`config.mk`:
```
export PLATFORM = sky130hd
export DESIGN_NAME = adc_conv_sequencer
export DESIGN_NICKNAME = d
export VERILOG_FILES = /design/src/rtl/adc_seq_pkg.sv /design/src/rtl/adc_seq_ctrl_reg.sv /design/src/rtl/adc_seq_sync_edge.sv /design/src/rtl/adc_seq_fsm.sv /design/src/rtl/adc_conv_sequencer.sv
export SDC_FILE = /design/constraint.sdc
export NUM_CORES = 1
export LEC_CHECK = 0
export BUFFER_PORTS_ARGS = -buffer_cell sky130_fd_sc_hd__buf_2
export CORE_ASPECT_RATIO = 1.1
export CORE_MARGIN = 2
export CORE_UTILIZATION = 46
export DETAILED_ROUTE_END_ITERATION = 10
export PLACE_DENSITY_LB_ADDON = 0.3
export SLEW_MARGIN = 15
export SYNTH_ARGS = -nofsm -noshare
export SYNTH_HDL_FRONTEND = slang
export SYNTH_SLANG_ARGS = --single-unit
```
`constraint.sdc`:
```
create_clock -name clk -period 3.7 [get_ports clk]
set_input_delay 0.74 -clock clk [delete_from_list [all_inputs] [get_ports clk]]
set_output_delay 0.74 -clock clk [all_outputs]
set_load 0.01 [all_outputs]
```
`src/rtl/adc_seq_pkg.sv`:
```
package adc_seq_pkg;

    localparam int REG_W    = 16;
    localparam int RES_W    = 10;
    localparam int SEL_W    = 3;

    localparam int EN_BIT   = 15;
    localparam int GO_BIT   = 7;
    localparam int SEL_LSB  = 2;
    localparam int SYNC_BIT = 0;
    localparam int VLD_BIT  = 15;

    typedef struct packed {
        logic             en;
        logic [SEL_W-1:0] sel;
        logic             sync_en;
        logic             go;
    } ctrl_t;

    typedef enum logic [1:0] {
        ST_IDLE      = 2'd0,
        ST_WAIT_SYNC = 2'd1,
        ST_REQ       = 2'd2
    } seq_state_e;

    function automatic ctrl_t ctrl_from_word(input logic [REG_W-1:0] w);
        ctrl_t c;
        c.en      = w[EN_BIT];
        c.sel     = w[SEL_LSB +: SEL_W];
        c.sync_en = w[SYNC_BIT];
        c.go      = w[GO_BIT];
        return c;
    endfunction

    function automatic logic [REG_W-1:0] ctrl_to_word(input ctrl_t c);
        logic [REG_W-1:0] w;
        w                    = '0;
        w[EN_BIT]            = c.en;
        w[SEL_LSB +: SEL_W]  = c.sel;
        w[SYNC_BIT]          = c.sync_en;
        w[GO_BIT]            = c.go;
        return w;
    endfunction

    function automatic logic [REG_W-1:0] data_to_word(input logic v,
                                                      input logic [RES_W-1:0] r);
        logic [REG_W-1:0] w;
        w              = '0;
        w[RES_W-1:0]   = r;
        w[VLD_BIT]     = v;
        return w;
    endfunction

endpackage

```
`src/rtl/adc_seq_ctrl_reg.sv`:
```
module adc_seq_ctrl_reg
    import adc_seq_pkg::*;
(
    input  logic             clk,
    input  logic             rst,
    input  logic             wr_ctrl,
    input  logic [REG_W-1:0] wdata,
    output ctrl_t            ctrl_q,
    output logic             launch,
    output logic             launch_sync,
    output logic             cancel
);
    ctrl_t ctrl_new;

    always_comb begin
        ctrl_new    = ctrl_from_word(wdata);
        // start edge: stored start low, new start high, enable in same write
        launch      = wr_ctrl && ctrl_new.en && ctrl_new.go && !ctrl_q.go;
        launch_sync = ctrl_new.sync_en;
        cancel      = wr_ctrl && !ctrl_new.en;
    end

    always_ff @(posedge clk) begin
        if (rst) begin
            ctrl_q <= '0;
        end else if (wr_ctrl) begin
            ctrl_q <= ctrl_new;
        end
    end

    // a launch can never come from a write that turns the converter off
    a_r4_no_launch_on_cancel: assert property (@(posedge clk) disable iff (rst)
        cancel |-> !launch);

endmodule

```
`src/rtl/adc_seq_sync_edge.sv`:
```
module adc_seq_sync_edge #(
    parameter int STAGES = 2
) (
    input  logic clk,
    input  logic rst,
    input  logic pin_async,
    output logic rise
);
    localparam int LAST = STAGES - 1;

    logic [STAGES-1:0] chain_q;
    logic              prev_q;

    generate
        if (STAGES == 1) begin : g_single
            always_ff @(posedge clk) begin
                if (rst) chain_q <= '0;
                else     chain_q <= pin_async;
            end
        end else begin : g_multi
            always_ff @(posedge clk) begin
                if (rst) chain_q <= '0;
                else     chain_q <= {chain_q[STAGES-2:0], pin_async};
            end
        end
    endgenerate

    always_ff @(posedge clk) begin
        if (rst) prev_q <= 1'b0;
        else     prev_q <= chain_q[LAST];
    end

    assign rise = chain_q[LAST] && !prev_q;

    // a detected edge is never reported on two consecutive cycles
    a_r10_rise_single: assert property (@(posedge clk) disable iff (rst)
        rise |=> !rise);

endmodule

```
`src/rtl/adc_seq_fsm.sv`:
```
module adc_seq_fsm
    import adc_seq_pkg::*;
(
    input  logic             clk,
    input  logic             rst,
    input  logic             launch,
    input  logic             launch_sync,
    input  logic             cancel,
    input  logic             sync_rise,
    input  logic             cnv_done,
    input  logic [RES_W-1:0] cnv_data,
    output logic             cnv_req,
    output logic             valid_q,
    output logic [RES_W-1:0] result_q,
    output logic             done_evt
);
    seq_state_e state_q;

    always_ff @(posedge clk) begin
        if (rst) begin
            state_q  <= ST_IDLE;
            valid_q  <= 1'b0;
            result_q <= '0;
            done_evt <= 1'b0;
        end else begin
            done_evt <= 1'b0;
            if (cancel) begin
                state_q <= ST_IDLE;
            end else begin
                unique case (state_q)
                    ST_IDLE: begin
                        if (launch) begin
                            valid_q <= 1'b0;
                            state_q <= launch_sync ? ST_WAIT_SYNC : ST_REQ;
                        end
                    end
                    ST_WAIT_SYNC: begin
                        if (sync_rise) state_q <= ST_REQ;
                    end
                    ST_REQ: begin
                        if (cnv_done) begin
                            result_q <= cnv_data;
                            valid_q  <= 1'b1;
                            done_evt <= 1'b1;
                            state_q  <= ST_IDLE;
                        end
                    end
                    default: state_q <= ST_IDLE;
                endcase
            end
        end
    end

    assign cnv_req = (state_q == ST_REQ);

    // request holds until the converter answers or software cancels
    a_r7_req_held: assert property (@(posedge clk) disable iff (rst)
        (cnv_req && !cnv_done && !cancel) |=> cnv_req);

    // every completion event comes with a valid result
    a_r7_evt_valid: assert property (@(posedge clk) disable iff (rst)
        done_evt |-> valid_q);

    // completion event lasts one cycle
    a_r8_evt_pulse: assert property (@(posedge clk) disable iff (rst)
        done_evt |=> !done_evt);

    // launch from idle clears the valid flag
    a_r6_valid_clear: assert property (@(posedge clk) disable iff (rst)
        (launch && state_q == ST_IDLE) |=> !valid_q);

    // no request while waiting for a sync edge that has not come
    a_r9_wait_gate: assert property (@(posedge clk) disable iff (rst)
        (state_q == ST_WAIT_SYNC && !sync_rise) |=> !cnv_req);

    // a done strobe with nothing outstanding raises no event
    a_r12_idle_done: assert property (@(posedge clk) disable iff (rst)
        (state_q == ST_IDLE) |=> !done_evt);

endmodule

```
`src/rtl/adc_conv_sequencer.sv`:
```
module adc_conv_sequencer
    import adc_seq_pkg::*;
#(
    parameter int                ADDR_W      = 7,
    parameter logic [ADDR_W-1:0] CTRL_ADDR   = 7'h66,
    parameter logic [ADDR_W-1:0] DATA_ADDR   = 7'h68,
    parameter int                SYNC_STAGES = 2
) (
    input  logic              clk,
    input  logic              rst,
    input  logic              reg_wr,
    input  logic [ADDR_W-1:0] reg_addr,
    input  logic [REG_W-1:0]  reg_wdata,
    output logic [REG_W-1:0]  reg_rdata,
    input  logic              sync_pin,
    output logic              cnv_req,
    output logic [SEL_W-1:0]  cnv_chan,
    input  logic              cnv_done,
    input  logic [RES_W-1:0]  cnv_data,
    output logic              done_evt
);
    ctrl_t            ctrl_q;
    logic             wr_ctrl;
    logic             launch;
    logic             launch_sync;
    logic             cancel;
    logic             sync_rise;
    logic             valid_q;
    logic [RES_W-1:0] result_q;

    assign wr_ctrl = reg_wr && (reg_addr == CTRL_ADDR);

    adc_seq_ctrl_reg u_ctrl (
        .clk         (clk),
        .rst         (rst),
        .wr_ctrl     (wr_ctrl),
        .wdata       (reg_wdata),
        .ctrl_q      (ctrl_q),
        .launch      (launch),
        .launch_sync (launch_sync),
        .cancel      (cancel)
    );

    adc_seq_sync_edge #(.STAGES(SYNC_STAGES)) u_sync (
        .clk       (clk),
        .rst       (rst),
        .pin_async (sync_pin),
        .rise      (sync_rise)
    );

    adc_seq_fsm u_fsm (
        .clk         (clk),
        .rst         (rst),
        .launch      (launch),
        .launch_sync (launch_sync),
        .cancel      (cancel),
        .sync_rise   (sync_rise),
        .cnv_done    (cnv_done),
        .cnv_data    (cnv_data),
        .cnv_req     (cnv_req),
        .valid_q     (valid_q),
        .result_q    (result_q),
        .done_evt    (done_evt)
    );

    assign cnv_chan = ctrl_q.sel;

    always_comb begin
        if (reg_addr == CTRL_ADDR)      reg_rdata = ctrl_to_word(ctrl_q);
        else if (reg_addr == DATA_ADDR) reg_rdata = data_to_word(valid_q, result_q);
        else                            reg_rdata = '0;
    end

    // a request only ever begins while the stored enable is set
    a_r4_req_needs_en: assert property (@(posedge clk) disable iff (rst)
        $rose(cnv_req) |-> ctrl_q.en);

    // a disabling write drops the request on the next cycle
    a_r11_cancel_drops: assert property (@(posedge clk) disable iff (rst)
        cancel |=> !cnv_req);

endmodule

```
; Word-level counts from Yosys, hierarchy flattened
; Cells that the tools add are included.
; W data, S select, Z words.
[classes]
eq_ne = 7
mux = 11
n_bitwise = 2
reduce_logical = 16
[op_table]
columns = operator, count
row1 = $mux W16, 2
row2 = $eq A7 B7 Y1 const B, 2
row3 = $mux W2, 4
row4 = $logic_and A1 B1 Y1, 6
row5 = $pmux W2 S3, 1
row6 = $reduce_and A3 Y1, 2
row7 = $ne A2 B2 Y1 const B, 2
row8 = $reduce_and A4 Y1, 1
row9 = $logic_not A1 Y1, 3
row10 = $mux W1, 3
row11 = $reduce_or A3 Y1, 1
row12 = $eq A2 B1 Y1 const B, 1
row13 = $eq A2 B2 Y1 const B, 1
row14 = $logic_not A2 Y1, 1
row15 = $ne A2 B1 Y1 const B, 1
row16 = $not A1 Y1, 2
row17 = $pmux W1 S2, 1
row18 = $reduce_bool A2 Y1, 1
row19 = $reduce_or A2 Y1, 1
[word_totals]
ff_bits = 23
in_bits = 38
output_inout_bits = 21
word_cells = 46

; Depth between registers and ports, before layout
; Gate-level depths: netlist of the first run.
[logic_depth]
depth_word = 7
ltp_mapped = 5
depth_no_buf = 4

; By module
; Synthesis of the first run repeated with hierarchy kept, for this count alone.
[unflattened]
cells_unflattened = 133
area_unflattened_um2 = 1333.8
[modules_own_cells]
columns = module, n_inst, cells_per_inst, area_each_um2, seq_area_each_um2
row1 = adc_seq_fsm, 1, 62, 641.9, 280.3
row2 = adc_conv_sequencer, 1, 41, 344.1, 0.0
row3 = adc_seq_ctrl_reg, 1, 23, 260.2, 120.1
row4 = adc_seq_sync_edge, 1, 7, 87.6, 60.1

; Worst setup path before layout of the first run
; OpenSTA, ideal clock, no wires.
[synth_path]
path_type = input port to output port
startpoint = in reg_addr[4]
endpoint = out reg_rdata[0]
arrival_ns = 1.561
t_required_ns = 2.960
path_slack_ns = 1.399
cell_stages = 4
path_buffers = 1
path_cell_list = and3b_1 > and4b_1 > buf_2 > a22o_1
[synth_between]
elab_chain_len = 3
word_cells_on_any_way = 4
classes_between = 2 x eq/ne / 2 x mux
[synth_lines]
columns = element, line_no
row1 = start: declaration, adc_conv_sequencer.sv:12  ; input logic [ADDR_W-1:0] reg_addr,
row2 = $eq A7 B7 Y1, adc_conv_sequencer.sv:70  ; else if (reg_addr == DATA_ADDR) reg_rdata = data_to_word(valid_q, result_q);
row3 = $mux W16, adc_conv_sequencer.sv:70
row4 = $mux W16 (*), adc_conv_sequencer.sv:69  ; if (reg_addr == CTRL_ADDR) reg_rdata = ctrl_to_word(ctrl_q);
row5 = end: declaration, adc_conv_sequencer.sv:14  ; output logic [REG_W-1:0] reg_rdata,
; Mark *: on every way between the ends. The rest lies on a longest branch, timed or not.

; Worst setup path in the final report of the first run
; Ends and elaborated chain as after synthesis.

==> flow_metrics.tcl, run 1 <==
set metrics [dict create \
    syn_area_mm2 0.00105 \
    synth_area_leaders "dfxtp_1 (44%), mux2i_1 (11%), nor2_1 (6.1%)" \
    post_synth_most_frequent_cells "dfxtp_1 (23), nor2_1 (17), mux2i_1 (12)" \
    synth_seq_cells 23 \
    hold_buffers 0 \
    drc_errors 0 \
    p_leak_uw 0.000571 \
    path_clk_slew_ps 120 \
    yosysMostFrequentCell "dfxtp_1" \
    insertion_delay_ps 300 \
    dieArea_mm2 0.00268 \
    synth-edff-count 0 \
    slew_headroom 0.430 \
    synthFlopType "dfxtp_1" \
    power.density_mw_per_mm2 310 \
    max_cap_viol_count 0 \
    synth_top_area_frac 0.438 \
    clockBufferDepth 2 \
    post-route-util 0.569 \
    syn_to_final_growth_pct 19.5 \
    die_x_um 49.6 \
    nets 188 \
    dp.final_hpwl_mm 1.49 \
    slew_viol_final 0 \
    grt_pass1_vias 757 \
    required_ps 2960 \
    hold_start "u_sync.chain_q[0]$_SDFF_PP0_" \
    critPathLaunchType "input pin" \
    port_buffers 43 \
    cts_resized 0 \
    finish.instance_area_mm2 0.00126 \
    dr.pass1.iters 4 \
    synth_cells 111 \
    post-cts-setup-buffers 0 \
    initial_core_util 0.476 \
    grt.overflow.total 0 \
    hold_path.class "reg -> reg" \
    cp-startpoint "reg_addr[4]" \
    place.gp.congestion 0.796 \
    peakVddDrop_v 0.000249 \
    drt-initial-drc-count 13 \
    grt_pass1_wl_mm 3.27 \
    ant_nets 0 \
    layout-drive-gt1-share 0.342 \
    hold_viol 0 \
    finalSetupTns_ps 0 \
    diodes 0 \
    postSynthAreaPerCell_um2 9.47 \
    fmax_ghz 0.376 \
    rsz0062_at_grt "no" \
    synthArstFlopShare 0 \
    skew_ps 0.480 \
    synth.yosys.warnings 0 \
    setup_viol 0 \
    min_period_ps 2660 \
    die_h_um 54.1 \
    yosysSeqAreaShare 0.438 \
    power.total_uw 389 \
    cts-buffers-inserted 3 \
    crit_fanout 11 \
    cts_tree "yes" \
    worstSetupEndpointType "output port" \
    r2r-start "u_fsm.state_q[0]$_SDFFE_PP0P_" \
    critPathArrivalTime_ps 1920 \
    num_rows 18 \
    grt_usage 0.157 \
    worst_slew_pin_slew_ps 854 \
    grt_max_degree 21 \
    yosysUniqueCellTypes 30 \
    cts_sinks 23 \
    wl_per_cell_um 11.0 \
    worstSetupPathType "in -> out" \
    placed_cell_area_mm2 0.00123 \
    via_per_inst 4.86 \
    antenna_found_initial 0 \
    whs_ps 452 \
    synth_top_area_cell "dfxtp_1" \
    status "complete, no violations" \
    num_io_pins 59 \
    ctsHtreeMaxLevel 1 \
    cts-root-buf "clkbuf_4" \
    vias 870 \
    wirelength_mm 1.98 \
    period_share 0.720 \
    core_area_mm2 0.00221 \
    ff2ff_setup_slack_ps 1990 \
]
[area by class of cell]
class                           instances  area (um2)
Fill cell                             223         951
Multi-Input combinational cell         77         509
Sequential cell                        23         460
Timing Repair Buffer                   43         215
Tap cell                               30        37.5
Clock buffer                            4        26.3
Inverter                                2        7.51
[state kept, by name, summed over array words and instances, names as in the netlist]
name,cells
u_fsm.valid_q,1
u_fsm.done_evt,1
u_ctrl.ctrl_q,6
u_sync.prev_q,1
u_sync.chain_q,2
u_fsm.result_q,10
u_fsm.state_q,2
[logic make-up (layout without fill, tap and decap cells)]
group           Yosys count  after routing  share of synthesized area
other cells               1              5                    0.00357
compound gates           16             16                      0.119
mux                      12             12                      0.114
simple gates             44             44                      0.233
flops                    23             23                      0.438
buf+inv                  15             49                     0.0917
[placed cells by master, fill, tap and decap left out, types with 2 or more instances in the layout]
cell type  instances
a21oi_1            5
clkbuf_4           3
and2_1             6
dfxtp_1           23
buf_2             43
nor2_1            17
mux2i_1           12
a22o_1             6
nor2b_1            4
nand3_1            3
nand2_1            4
inv_1              2
conb_1             5
[power breakdown]
| part | switching (uW) | total (uW) | internal [uW] |
|---|---|---|---|
| clock network | 69.0 | 111 | 42.0 |
| logic | 14.4 | 28.6 | 14.1 |
| registers | 0.430 | 249 | 249 |
| total | 83.9 | 389 | 305 |
[metal layers]
| metal | wire length [um] | vias to the layer above | GRT usage |
|---|---|---|---|
| li1 | - | 441 | - |
| met1 | 858 | 399 | 0.193 |
| met2 | 969 | 28 | 0.271 |
| met3 | 135 | 2 | 0.0222 |
| met4 | 13 | 0 | 0.0833 |
| met5 | 0 | - | 0 |
[critical path: stages]
cell,delay (ps)
buf_2,90
and3b_1,290
and4b_1,470
a22o_1,200
buf_2,130
[stage by stage]
stage	setup WS, ps	std cells
after detailed placement	1030	175
after global placement	1040	175
final	1040	179
after floorplan	1400	115
after CTS	1010	179
after global routing	957	179
[worst paths after layout]
| kind | cells past startpoint | endpoint |
|---|---|---|
| max | 5 | reg_rdata[0] |
| min | 1 | u_sync.chain_q[1]$_SDFF_PP0_ |
| max reg2reg | 4 | u_fsm.result_q[4]$_SDFFE_PP0P_ |
| min reg2reg | 1 | u_sync.chain_q[1]$_SDFF_PP0_ |
(Power assumes the default switching activity.)
==> run 2: changes to the inputs <==
--- a/config.mk
+++ b/config.mk
@@ -5,10 +5,11 @@
 export SDC_FILE = /design/constraint.sdc
 export NUM_CORES = 1
 export LEC_CHECK = 0
+export ABC_AREA = 1
 export BUFFER_PORTS_ARGS = -buffer_cell sky130_fd_sc_hd__buf_2
 export CORE_ASPECT_RATIO = 1.1
 export CORE_MARGIN = 2
-export CORE_UTILIZATION = 46
+export CORE_UTILIZATION = 40
 export DETAILED_ROUTE_END_ITERATION = 10
 export PLACE_DENSITY_LB_ADDON = 0.3
 export SLEW_MARGIN = 15
==> constraint.sdc (replaced) <==
create_clock -name clk -period 2.23 [get_ports clk]
set_input_delay 0.446 -clock clk [delete_from_list [all_inputs] [get_ports clk]]
set_output_delay 0.446 -clock clk [all_outputs]
set_load 0.01 [all_outputs]
==> flow_metrics.tcl, run 2 <==
set metrics [dict create \
    yosysSeqAreaShare 0.403 \
    via_per_inst 4.77 \
    critPathLaunchType "input pin" \
    die_x_um 55.0 \
    grt_util_met1 0.185 \
    port_buffers 43 \
    synth_cells 157 \
    whs_ps 332 \
    num_io_pins 59 \
    period_share 0.862 \
    wl_per_cell_um 10.4 \
    drc_errors 0 \
    postSynthAreaPerCell_um2 7.28 \
    wirelength_mm 2.41 \
    place.gp.congestion 0.843 \
    cts_tree "yes" \
    synthFlopType "dfxtp_1" \
    core_area_mm2 0.00275 \
    peakVddDrop_v 0.000443 \
    crit_fanout 7 \
    ff2ff_setup_slack_ps 980 \
    power.density_mw_per_mm2 488 \
    finalSetupTns_ps 0 \
    layout-drive-gt1-share 0.303 \
    yosysMostFrequentCell "nor2_1" \
    rsz0062_at_grt "no" \
    largest-register "u_fsm.result_q" \
    yosysUniqueCellTypes 25 \
    clockBufferDepth 2 \
    synth_area_leaders "dfxtp_1 (40%), nor2_1 (11%), inv_1 (7.2%)" \
    path_clk_slew_ps 120 \
    top_usage_layer "met2" \
    synth_top_area_frac 0.403 \
    dr.pass1.iters 4 \
    grt_pass1_wl_mm 3.83 \
    top_regs "u_fsm.result_q x10, u_ctrl.ctrl_q x6" \
    largest_reg_flops 10 \
    max_cap_viol_count 0 \
    diodes 0 \
    ant_nets 0 \
    synth_top_area_cell "dfxtp_1" \
    grt_usage 0.156 \
    critPathArrivalTime_ps 1480 \
    multi_input_area_um2 526 \
    dp.final_hpwl_mm 1.92 \
    grt.overflow.total 0 \
    status "complete, no violations" \
    worstSetupEndpointType "output port" \
    drt-initial-drc-count 17 \
    min_period_ps 1920 \
    hold_path.class "in -> reg" \
    die_h_um 60.1 \
    grt_pass1_vias 988 \
    synth_seq_cells 23 \
    setup_viol 0 \
    p_leak_uw 0.000630 \
    final_common_cell "buf_2" \
    synthArstFlopShare 0 \
    fmax_ghz 0.520 \
    post_synth_most_frequent_cells "nor2_1 (32), dfxtp_1 (23), inv_1 (22)" \
    synth.yosys.warnings 0 \
    cts_resized 0 \
    grt_use_met2 0.276 \
    initial_core_util 0.415 \
    layout.area.seq_um2 460 \
    post-cts-setup-buffers 0 \
    syn_to_final_growth_pct 19.3 \
    grt_max_degree 18 \
    use_met3 0.0225 \
    cts-root-buf "clkbuf_4" \
    worstSetupPathType "in -> out" \
    synth-edff-count 0 \
    final.fill_count 302 \
    ctsHtreeMaxLevel 1 \
    slew_viol_final 0 \
    hold_buffers 0 \
    syn_area_mm2 0.00114 \
    required_ps 1780 \
    cts-buffers-inserted 3 \
    skew_ps 8.21 \
    vias 1101 \
    insertion_delay_ps 300 \
    antenna_found_initial 0 \
    dieArea_mm2 0.00330 \
    hold_viol 0 \
    layout_common_cells "buf_2 (43), nor2_1 (32), dfxtp_1 (23)" \
    nets 237 \
    num_rows 20 \
    cts_sinks 23 \
]
[run 2: final timing paths]
kind                                      start                             end  depth (start not counted)
setup reg to reg  u_fsm.state_q[1]$_SDFFE_PP0P_  u_fsm.result_q[9]$_SDFFE_PP0P_                          6
hold reg to reg    u_sync.chain_q[0]$_SDFF_PP0_    u_sync.chain_q[1]$_SDFF_PP0_                          2
setup / recovery                    reg_addr[1]                    reg_rdata[9]                          5
hold / removal                              rst    u_sync.chain_q[0]$_SDFF_PP0_                          2
[run 2: worst max-delay path, stage by stage]
cell and delay [ps]:
buf_2 120, nor4_4 420, nand2_1 220, nor2_1 130
buf_2 140
[run 2: final cells by class]
type / instances / area share
Clock inverter: 1 / 0.00367
Inverter: 23 / 0.0633
Tap cell: 33 / 0.0303
Timing Repair Buffer: 44 / 0.163
Multi-Input combinational cell: 104 / 0.385
Clock buffer: 3 / 0.0165
Sequential cell: 23 / 0.338
[run 2: cell families after synthesis]
kind of cell,share of synthesized area
buffers and inverters,0.151
other,0.00328
AND/OR/NAND/NOR,0.291
flip-flops,0.403
AO/OA/AOI/OAI,0.152
[run 2: power by group]
| part | leakage [uW] | switching, uW | internal [uW] |
|---|---|---|---|
| registers | 0.000186 | 0.812 | 414 |
| logic | 0.000427 | 39.8 | 27.5 |
| clock network | 0.0000177 | 117 | 66.8 |
[run 2: metal layers]
metal | vias to the layer above | share of wire
met5 | - | 0
met4 | 0 | 0.0041
met3 | 2 | 0.058
met2 | 40 | 0.50
met1 | 492 | 0.44
li1 | 567 | -
[run 2: metrics by stage]
step	instances	util	power, uW	cell area (um2)	setup slack [ps]
3_3_place_gp	227	0.485	489	1340	320
3_5_place_dp	227	0.485	491	1340	303
4_1_cts	231	0.495	676	1360	293
2_1_floorplan	161	-	462	1160	612
6_report	231	0.495	665	1360	308
5_1_grt	231	0.495	699	1360	231
